## config.mk

```make
export PLATFORM = sky130hd
export DESIGN_NAME = cart_dma_seq
export DESIGN_NICKNAME = d
export VERILOG_FILES = /design/src/rtl/cdma_pkg.sv /design/src/rtl/cdma_blk_calc.sv /design/src/rtl/cdma_beat_cnt.sv /design/src/rtl/cart_dma_seq.sv
export SDC_FILE = /design/constraint.sdc
export NUM_CORES = 1
export LEC_CHECK = 0
export BUFFER_PORTS_ARGS = -buffer_cell sky130_fd_sc_hd__buf_2
export CORE_MARGIN = 4
export CORE_UTILIZATION = 59
export DETAILED_ROUTE_END_ITERATION = 10
export HOLD_SLACK_MARGIN = 0.15
export PLACE_DENSITY = 0.87
export SYNTH_ARGS = -nofsm -noshare
export SYNTH_HDL_FRONTEND = slang
export SYNTH_SLANG_ARGS = --single-unit
```

## constraint.sdc

```tcl
create_clock -name clk -period 6 [get_ports clk]
set_input_delay 0.3 -clock clk [delete_from_list [all_inputs] [get_ports clk]]
set_output_delay 0.3 -clock clk [all_outputs]
set_load 0.01 [all_outputs]
```

## src/rtl/cdma_pkg.sv

```systemverilog
package cdma_pkg;

    typedef enum logic [1:0] {
        ST_IDLE  = 2'd0,
        ST_CALC  = 2'd1,
        ST_FILL  = 2'd2,
        ST_DRAIN = 2'd3
    } seq_state_t;

    typedef struct packed {
        logic [15:0] idx;
        logic [15:0] size;
        logic [15:0] beats;
    } blk_t;

    localparam logic [1:0] SEL_MEM  = 2'd0;
    localparam logic [1:0] SEL_CART = 2'd1;
    localparam logic [1:0] SEL_LEN  = 2'd2;

    function automatic logic [15:0] beats_of(input logic [15:0] sz);
        return (sz + 16'd1) >> 1;
    endfunction

endpackage

```

## src/rtl/cdma_blk_calc.sv

```systemverilog
module cdma_blk_calc
    import cdma_pkg::*;
#(
    parameter int LEN_W      = 24,
    parameter int PAGE_BYTES = 2048,
    parameter int BUF_BYTES  = 128,
    localparam int PAGE_W    = $clog2(PAGE_BYTES),
    localparam int CW        = LEN_W + 1
) (
    input  logic [CW-1:0]     rem,
    input  logic [PAGE_W-1:0] page_off,
    input  logic [2:0]        start_idx,
    output blk_t              blk
);
    logic [CW-1:0] page_left;
    logic [CW-1:0] buf_left;
    logic [CW-1:0] lim_a;
    logic [CW-1:0] lim_b;

    always_comb begin
        page_left = CW'(PAGE_BYTES) - CW'(page_off);
        buf_left  = CW'(BUF_BYTES) - CW'(start_idx);
        lim_a     = (rem < page_left) ? rem : page_left;
        lim_b     = (lim_a < buf_left) ? lim_a : buf_left;
        blk.idx   = 16'(start_idx);
        blk.size  = 16'(lim_b);
        blk.beats = beats_of(16'(lim_b));
    end
endmodule

```

## src/rtl/cdma_beat_cnt.sv

```systemverilog
module cdma_beat_cnt #(
    parameter int CNT_W = 16
) (
    input  logic             clk,
    input  logic             rst,
    input  logic             load,
    input  logic [CNT_W-1:0] load_val,
    input  logic             dec,
    output logic             last
);
    logic [CNT_W-1:0] cnt_q;

    always_ff @(posedge clk) begin
        if (rst) begin
            cnt_q <= '0;
        end else if (load) begin
            cnt_q <= load_val;
        end else if (dec && cnt_q != '0) begin
            cnt_q <= cnt_q - CNT_W'(1);
        end
    end

    assign last = (cnt_q == CNT_W'(1));
endmodule

```

## src/rtl/cart_dma_seq.sv

```systemverilog
module cart_dma_seq
    import cdma_pkg::*;
#(
    parameter int DATA_W     = 32,
    parameter int ADDR_W     = 32,
    parameter int CART_W     = 32,
    parameter int LEN_W      = 24,
    parameter int PAGE_BYTES = 2048,
    parameter int BUF_BYTES  = 128
) (
    input  logic              clk,
    input  logic              rst,
    input  logic              cfg_we,
    input  logic [1:0]        cfg_sel,
    input  logic [DATA_W-1:0] cfg_wdata,
    output logic [ADDR_W-1:0] mem_addr,
    output logic [CART_W-1:0] cart_addr,
    output logic [LEN_W-1:0]  len_rd,
    output logic              busy,
    output logic              fill_active,
    output logic [15:0]       blk_idx,
    output logic [15:0]       blk_size,
    input  logic              cart_rd_ack,
    output logic              drain_active,
    input  logic              drain_done
);
    localparam int PAGE_W = $clog2(PAGE_BYTES);
    localparam int CW     = LEN_W + 1;

    seq_state_t        state_q;
    logic [ADDR_W-1:0] mem_q;
    logic [CART_W-1:0] cart_q;
    logic [LEN_W-1:0]  len_q;
    logic [CW-1:0]     rem_q;
    logic              first_q;
    logic              short_q;
    logic [2:0]        mis_q;
    blk_t              blk_q;
    blk_t              blk_nxt;
    logic [2:0]        start_idx;
    logic              beat_last;
    logic              beat_take;
    logic              idle_wr;
    logic [CW-1:0]     new_rem;
    logic [ADDR_W-1:0] mem_sum;

    assign idle_wr   = cfg_we && (state_q == ST_IDLE);
    assign new_rem   = CW'(cfg_wdata[LEN_W-1:0]) + CW'(1);
    assign start_idx = first_q ? mem_q[2:0] : 3'd0;
    assign beat_take = (state_q == ST_FILL) && cart_rd_ack;
    assign mem_sum   = mem_q + ADDR_W'(blk_q.size);

    cdma_blk_calc #(
        .LEN_W      (LEN_W),
        .PAGE_BYTES (PAGE_BYTES),
        .BUF_BYTES  (BUF_BYTES)
    ) calc_i (
        .rem       (rem_q),
        .page_off  (mem_q[PAGE_W-1:0]),
        .start_idx (start_idx),
        .blk       (blk_nxt)
    );

    cdma_beat_cnt #(
        .CNT_W (16)
    ) beats_i (
        .clk      (clk),
        .rst      (rst),
        .load     (state_q == ST_CALC),
        .load_val (blk_nxt.beats),
        .dec      (beat_take),
        .last     (beat_last)
    );

    always_ff @(posedge clk) begin
        if (rst) begin
            state_q <= ST_IDLE;
            mem_q   <= '0;
            cart_q  <= '0;
            len_q   <= '0;
            rem_q   <= '0;
            first_q <= 1'b0;
            short_q <= 1'b0;
            mis_q   <= 3'd0;
            blk_q   <= '0;
        end else begin
            case (state_q)
                ST_IDLE: begin
                    if (idle_wr) begin
                        case (cfg_sel)
                            SEL_MEM:  mem_q  <= cfg_wdata[ADDR_W-1:0] & ~ADDR_W'(1);
                            SEL_CART: cart_q <= cfg_wdata[CART_W-1:0] & ~CART_W'(1);
                            SEL_LEN: begin
                                len_q   <= cfg_wdata[LEN_W-1:0];
                                rem_q   <= new_rem;
                                first_q <= 1'b1;
                                short_q <= (new_rem < CW'(8));
                                mis_q   <= mem_q[2:0];
                                state_q <= ST_CALC;
                            end
                            default: ;
                        endcase
                    end
                end
                ST_CALC: begin
                    blk_q   <= blk_nxt;
                    state_q <= ST_FILL;
                end
                ST_FILL: begin
                    if (cart_rd_ack) begin
                        cart_q <= cart_q + CART_W'(2);
                        if (beat_last) begin
                            state_q <= ST_DRAIN;
                        end
                    end
                end
                ST_DRAIN: begin
                    if (drain_done) begin
                        if (first_q) begin
                            mem_q <= (mem_sum + ADDR_W'(7)) & ~ADDR_W'(7);
                        end else begin
                            mem_q <= (mem_sum + ADDR_W'(1)) & ~ADDR_W'(1);
                        end
                        first_q <= 1'b0;
                        rem_q   <= rem_q - CW'(blk_q.size);
                        if (rem_q == CW'(blk_q.size)) begin
                            state_q <= ST_IDLE;
                            len_q   <= short_q ? (LEN_W'(BUF_BYTES - 1) - LEN_W'(mis_q))
                                               : LEN_W'(BUF_BYTES - 1);
                        end else begin
                            state_q <= ST_CALC;
                        end
                    end
                end
                default: state_q <= ST_IDLE;
            endcase
        end
    end

    assign mem_addr     = mem_q;
    assign cart_addr    = cart_q;
    assign len_rd       = len_q;
    assign busy         = (state_q != ST_IDLE);
    assign fill_active  = (state_q == ST_FILL);
    assign drain_active = (state_q == ST_DRAIN);
    assign blk_idx      = blk_q.idx;
    assign blk_size     = blk_q.size;
endmodule

```

# [Word level (Yosys, flattened, before mapping)]
# Index checks and enable logic that the tools add are counted.
# W data, S select, Z words.
[totals] out_inout_bits=123 ff_bits=155 wordCells=93
[op_classes] n_addsub=11 mux=35 n_eq_ne=15 reduce_logical=17 order_cmp=3
[op_table] cell="$mux W32" count=7
[op_table] cell="$pmux W32 S2" count=2
[op_table] cell="$mux W24" count=5
[op_table] cell="$mux W25" count=4
[op_table] cell="$lt A25 B25 Y1" count=2
[op_table] cell="$pmux W25 S2" count=1
[op_table] cell="$pmux W24 S2" count=1
[op_table] cell="$add A32 B1 Y32 const B" count=1
[op_table] cell="$add A32 B16 Y32" count=1
[op_table] cell="$add A32 B2 Y32 const B" count=1
[op_table] cell="$add A32 B3 Y32 const B" count=1
[op_table] cell="$mux W15" count=2
[op_table] cell="$add A24 B1 Y25 const B" count=1
[op_table] cell="$eq A25 B16 Y1" count=1
[op_table] cell="$lt A25 B4 Y1 const B" count=1
[op_table] cell="$sub A25 B16 Y25" count=1
[op_table] cell="$add A16 B1 Y16 const B" count=1
[op_table] cell="$eq A16 B1 Y1 const B" count=1
[op_table] cell="$mux W16" count=1
[op_table] cell="$reduce_bool A16 Y1" count=1
[op_table] cell="$sub A16 B1 Y16 const B" count=1
[op_table] cell="$ne A2 B1 Y1 const B" count=7
[op_table] cell="$sub A12 B11 Y13 const A" count=1
[op_table] cell="$reduce_and A4 Y1" count=3
[op_table] cell="16 further kinds" count=33

# [Longest topological paths before layout]
[depth] depth_word=7 mapped_depth=27 ltp_nobuf=25

# [Modules after synthesis]
# Synthesis repeated with hierarchy kept, for this count alone.
[unflattened] hier_cells=1700 hier_area_um2=12941.2
[modules_own_cells] mod="cart_dma_seq" instances=1 area_per_inst_um2=10351.2 cells_per_inst=1355
[modules_own_cells] mod="cdma_blk_calc" instances=1 area_per_inst_um2=1570.3 cells_per_inst=221
[modules_own_cells] mod="cdma_beat_cnt" instances=1 area_per_inst_um2=1019.7 cells_per_inst=124

# [Worst setup path after synthesis]
# No wires, ideal clock.
[synth_timing] path_kind="register to register" startpoint="reg mem_q[3], in the netlist mem_addr[3]" endpoint="reg beats_i.cnt_q[7]" path_stages_with_launch=22 arrival_time_ps=5326 path_slack_ps=604 n_path_buf=1 setup_ps=70 t_required_ps=5930 cell_sequence="dfxtp_1 -> or3_1 -> or3b_2 -> nand2b_1 -> ha_1 -> or4_1 -> or4_4 -> a21oi_2 -> buf_4 -> mux2_2 -> ha_1 -> a21o_1 -> a21o_1 -> a21oi_1 -> o21ai_1 -> a41oi_4 -> mux2i_1 -> ha_1 -> nand3_1 -> nor2_1 -> nand4_1 -> a21oi_1"
[synth_rtl] item="start: declaration" line_no="cart_dma_seq.sv:31" source="logic [ADDR_W-1:0] mem_q;"
[synth_rtl] item="start signal: assignment" line_no="cart_dma_seq.sv:91" source="SEL_MEM: mem_q <= cfg_wdata[ADDR_W-1:0] & ~ADDR_W'(1);"
[synth_rtl] item="start signal: assignment" line_no="cart_dma_seq.sv:120" source="mem_q <= (mem_sum + ADDR_W'(7)) & ~ADDR_W'(7);"
[synth_rtl] item="start signal: assignment" line_no="cart_dma_seq.sv:122" source="mem_q <= (mem_sum + ADDR_W'(1)) & ~ADDR_W'(1);"
[synth_rtl] item="end signal: assignment" line_no="cdma_beat_cnt.sv:17" source="cnt_q <= load_val;"
[synth_rtl] item="end signal: assignment" line_no="cdma_beat_cnt.sv:19" source="cnt_q <= cnt_q - CNT_W'(1);"
[synth_rtl] item="end: declaration" line_no="cdma_beat_cnt.sv:11" source="logic [CNT_W-1:0] cnt_q;"

==> summary.txt <==
Yosys warns: 0
Dpl ws: 0.1564 ns
CP peak stage delay: 0.50 ns
Proportion of power drawn by the clock network: 0.152
CP Capture Type: flip-flop
Initial antenna violation count: 0
Area of the mapped netlist: 11540 um^2
# H-tree levels: 4
Clock Sinks: 151
Max FO, Critical Path: 7
Wire per inst: 18.97 um
FFs w/ async S/R, synth: 0
DR vias: 12380
Number of synthesized register bits: 151
Dpl hpwl: 26110 um
Syn avg cell area: 7.380 um^2
Number of library cell types mapped by synthesis: 82
Reg power frac: 0.244
Top_reg_cell synth: dfxtp_1
GRT overflow: 0
Vias/cell: 6.433
Number of global-route vias before repair: 11310
Comb pwr share: 0.604
Slew @ Worst Pin: 1.068 ns
R2R depth: 22
Peak supply drop: 0.2724 mV
CP startpoint kind: flip-flop
Hold Crit Class: primary input to flip-flop
Int Power: 0.003736 W
EDFF count, synth: 0
Drt pass-1 iters: 7
Wire length of the first global-routing pass: 58170 um
Tot GR Track Use: 0.3222
Layout cell share with drive strength beyond 1: 0.1418
Worst reg2reg startpoint: mem_addr[3]$_SDFFE_PP0P_
Clock latency on the worst-skew pair: 0.43 ns
N_diodes: 0
Die width: 147.9 um
Detailed Route Iter0 Violations: 1100
Commonest non-fill, non-tap cells in the layout: nor2_1 (180), dfxtp_1 (151), nand2_1 (148), buf_2 (144), a21oi_1 (122)
Design area: 12940 um^2
Period utilization: 0.9548
Placed insts: 1889
Status: finished clean
Most common cell after layout, fill and taps aside: nor2_1
Post-DP Area: 12300 um^2
FF-to-FF End: beats_i.cnt_q[7]$_SDFFE_PP0P_
Power per cell area: 567.3 nW/um^2
FF-to-FF setup slack: 0.27 ns
RD Place Congestion: 0.9454
Nets@finish: 1752
Largest net degree at the start of global routing: 69
Fill cell count: 1604
Row cnt: 50
Rel. slew slack: 0.2873
Setup violators final: 0
Crit-path cells: or3_1, or4_1, nor4_2, xor2_1, ha_1, a21oi_1, nor2b_1, or4_4, a21oi_4, mux2_2, ha_1, a21o_1, a21o_1, a21oi_1, o21ai_1, a41oi_4, mux2i_2, ha_2, nand3_1, nor2_1, nand4_1, a21oi_1
Area Growth Syn to Fin: 12.15%
Worst-path clk slew: 0.06 ns
Crit-path slowest cell: or4_1
Worst Path Required: 6.36 ns
Setup TNS Final: 0 ns
TritonCTS clock tree: built
Max_cap viols: 0
Post-Route WL: 36500 um
CTS Buf Count: 17
LEAKAGE: 5.250 nW
Root Buffer: clkbuf_16
Die Y-Extent: 147.9 um
Die footprint: 21870 um^2
ANT nets after route: 0
# port buffers: 145
WS Path Type: flip-flop to flip-flop
Final Hold Fails: 0
Longest Clk Path Bufs: 2
Worst hold slack: 0.2014 ns
WHS Endpoint: mem_addr[25]$_SDFFE_PP0P_
Fin crit period: 5.729 ns
Sequential element share of the synthesized area: 0.2619
Finished Layout Cells: 1924
Final WS setup: 0.2709 ns
Core area: 18960 um^2
Clock Skew: 0.009405 ns
Fmax: 0.1745 GHz
Critical path data arrival time: 6.09 ns
Syn Inst Count: 1564
DR DRC count: 0
Cell mode on critical path: a21oi_1
Sw power: 0.003608 W
Sw frac: 0.4913
Hold Path Depth: 3
Hold path start: cfg_wdata[25]
Initial Utilization: 0.6089
Max-slew violations: 0
IO Count: 162
## Yosys cell counts, types with 15 or more instances
| cell type | instances | area share |
|---|---|---|
| xnor2_1 | 53 | 0.040 |
| clkbuf_1 | 75 | 0.024 |
| and3_1 | 21 | 0.011 |
| dfxtp_1 | 151 | 0.26 |
| nand2_1 | 148 | 0.048 |
| a22oi_1 | 30 | 0.020 |
| a21oi_1 | 126 | 0.055 |
| a311oi_1 | 16 | 0.012 |
| nand4_1 | 34 | 0.018 |
| nor2_1 | 181 | 0.059 |
| and2_1 | 15 | 0.0081 |
| ha_1 | 60 | 0.065 |
| o211ai_1 | 15 | 0.0098 |
| xor2_1 | 36 | 0.027 |
| a211oi_1 | 45 | 0.029 |
| a21o_1 | 21 | 0.014 |
| nand3_1 | 64 | 0.028 |
| or3_1 | 17 | 0.0092 |
| nor3_1 | 47 | 0.020 |
| mux2i_1 | 22 | 0.019 |
| buf_4 | 18 | 0.012 |
| inv_1 | 63 | 0.020 |
| o21ai_0 | 82 | 0.036 |
## what timing repair did
item / 4_1_cts / 5_1_grt
setup buffers: 0 / 3
resized for setup: 0 / 5
hold endpoints to repair: 0 / 0
setup endpoints to repair: 0 / 5
hold buffers: 0 / 0
## metrics by stage
stage / total power, W / utilization
6_report: 0.007343 / 0.6829
5_1_grt: 0.007900 / 0.6829
4_1_cts: 0.007193 / 0.6805
3_5_place_dp: 0.006044 / 0.6488
3_3_place_gp: 0.005932 / 0.6488
2_1_floorplan: 0.004900 / -
## power by group through the flow
stage                     clock, W  sequential [W]  combinational, W
after floorplan                  0         0.00177           0.00313
after global placement           0         0.00177           0.00416
after detailed placement         0         0.00179           0.00426
after CTS                  0.00111         0.00177           0.00431
after global routing       0.00116         0.00184           0.00490
final                      0.00111         0.00179           0.00444
## state kept, by name, indices dropped and copies added (netlist names)
register / count
len_rd: 24
blk_size: 16
cart_addr: 31
blk_idx: 2
rem_q: 25
first_q: 1
beats_i.cnt_q: 16
short_q: 1
state_q: 2
mem_addr: 31
mis_q: 2
## metal layers
| metal | vias to the layer above | wire length, um | share of wire | GRT usage |
|---|---|---|---|---|
| li1 | 5821 | - | - | - |
| met1 | 5762 | 14600 | 0.40 | 0.4063 |
| met2 | 656 | 17150 | 0.47 | 0.5368 |
| met3 | 139 | 3035 | 0.083 | 0.06101 |
| met4 | 0 | 1710 | 0.047 | 0.1450 |
| met5 | - | 0 | 0 | 0 |
## kinds of logic after synthesis
group	share of synthesized area
mux	0.02526
xor+xnor	0.06753
compound gates	0.2549
fa+ha+maj	0.06851
other cells	0.0003249
simple gates	0.2581
buf+inv	0.06352
flops	0.2619
## final cells by class
type                            count  area (um^2)  area share
Inverter                           64        240.2     0.01856
Multi-Input combinational cell   1253         7885      0.6091
Sequential cell                   151         3023      0.2335
Timing Repair Buffer              164        870.8     0.06727
Tap cell                          260        325.3     0.02513
Clock inverter                     10        116.4    0.008989
Clock buffer                       22        484.2     0.03741
## worst max-delay path by stage
stage / from / to / slack [ns] / depth (start not counted)
2_1_floorplan: mem_addr[3]$_SDFFE_PP0P_ / beats_i.cnt_q[7]$_SDFFE_PP0P_ / 0.60 / 21
3_3_place_gp: mem_addr[3]$_SDFFE_PP0P_ / beats_i.cnt_q[7]$_SDFFE_PP0P_ / 0.32 / 24
3_5_place_dp: mem_addr[3]$_SDFFE_PP0P_ / beats_i.cnt_q[7]$_SDFFE_PP0P_ / 0.16 / 24
4_1_cts: mem_addr[3]$_SDFFE_PP0P_ / beats_i.cnt_q[7]$_SDFFE_PP0P_ / 0.13 / 24
5_1_grt: mem_addr[3]$_SDFFE_PP0P_ / beats_i.cnt_q[7]$_SDFFE_PP0P_ / -0.0005 / 22
6_report: mem_addr[3]$_SDFFE_PP0P_ / beats_i.cnt_q[7]$_SDFFE_PP0P_ / 0.27 / 22
## critical path: cells and delay by family (launching register included)
kind	cells	cell delay [ns]
AND/OR/NAND/NOR	8	2.04
AO/OA/AOI/OAI	8	1.47
XOR/XNOR	1	0.21
adder cells (fa/ha/maj)	3	0.88
multiplexers	2	0.68
flip-flops	1	0.37
Power figures use the tool's default switching activity.
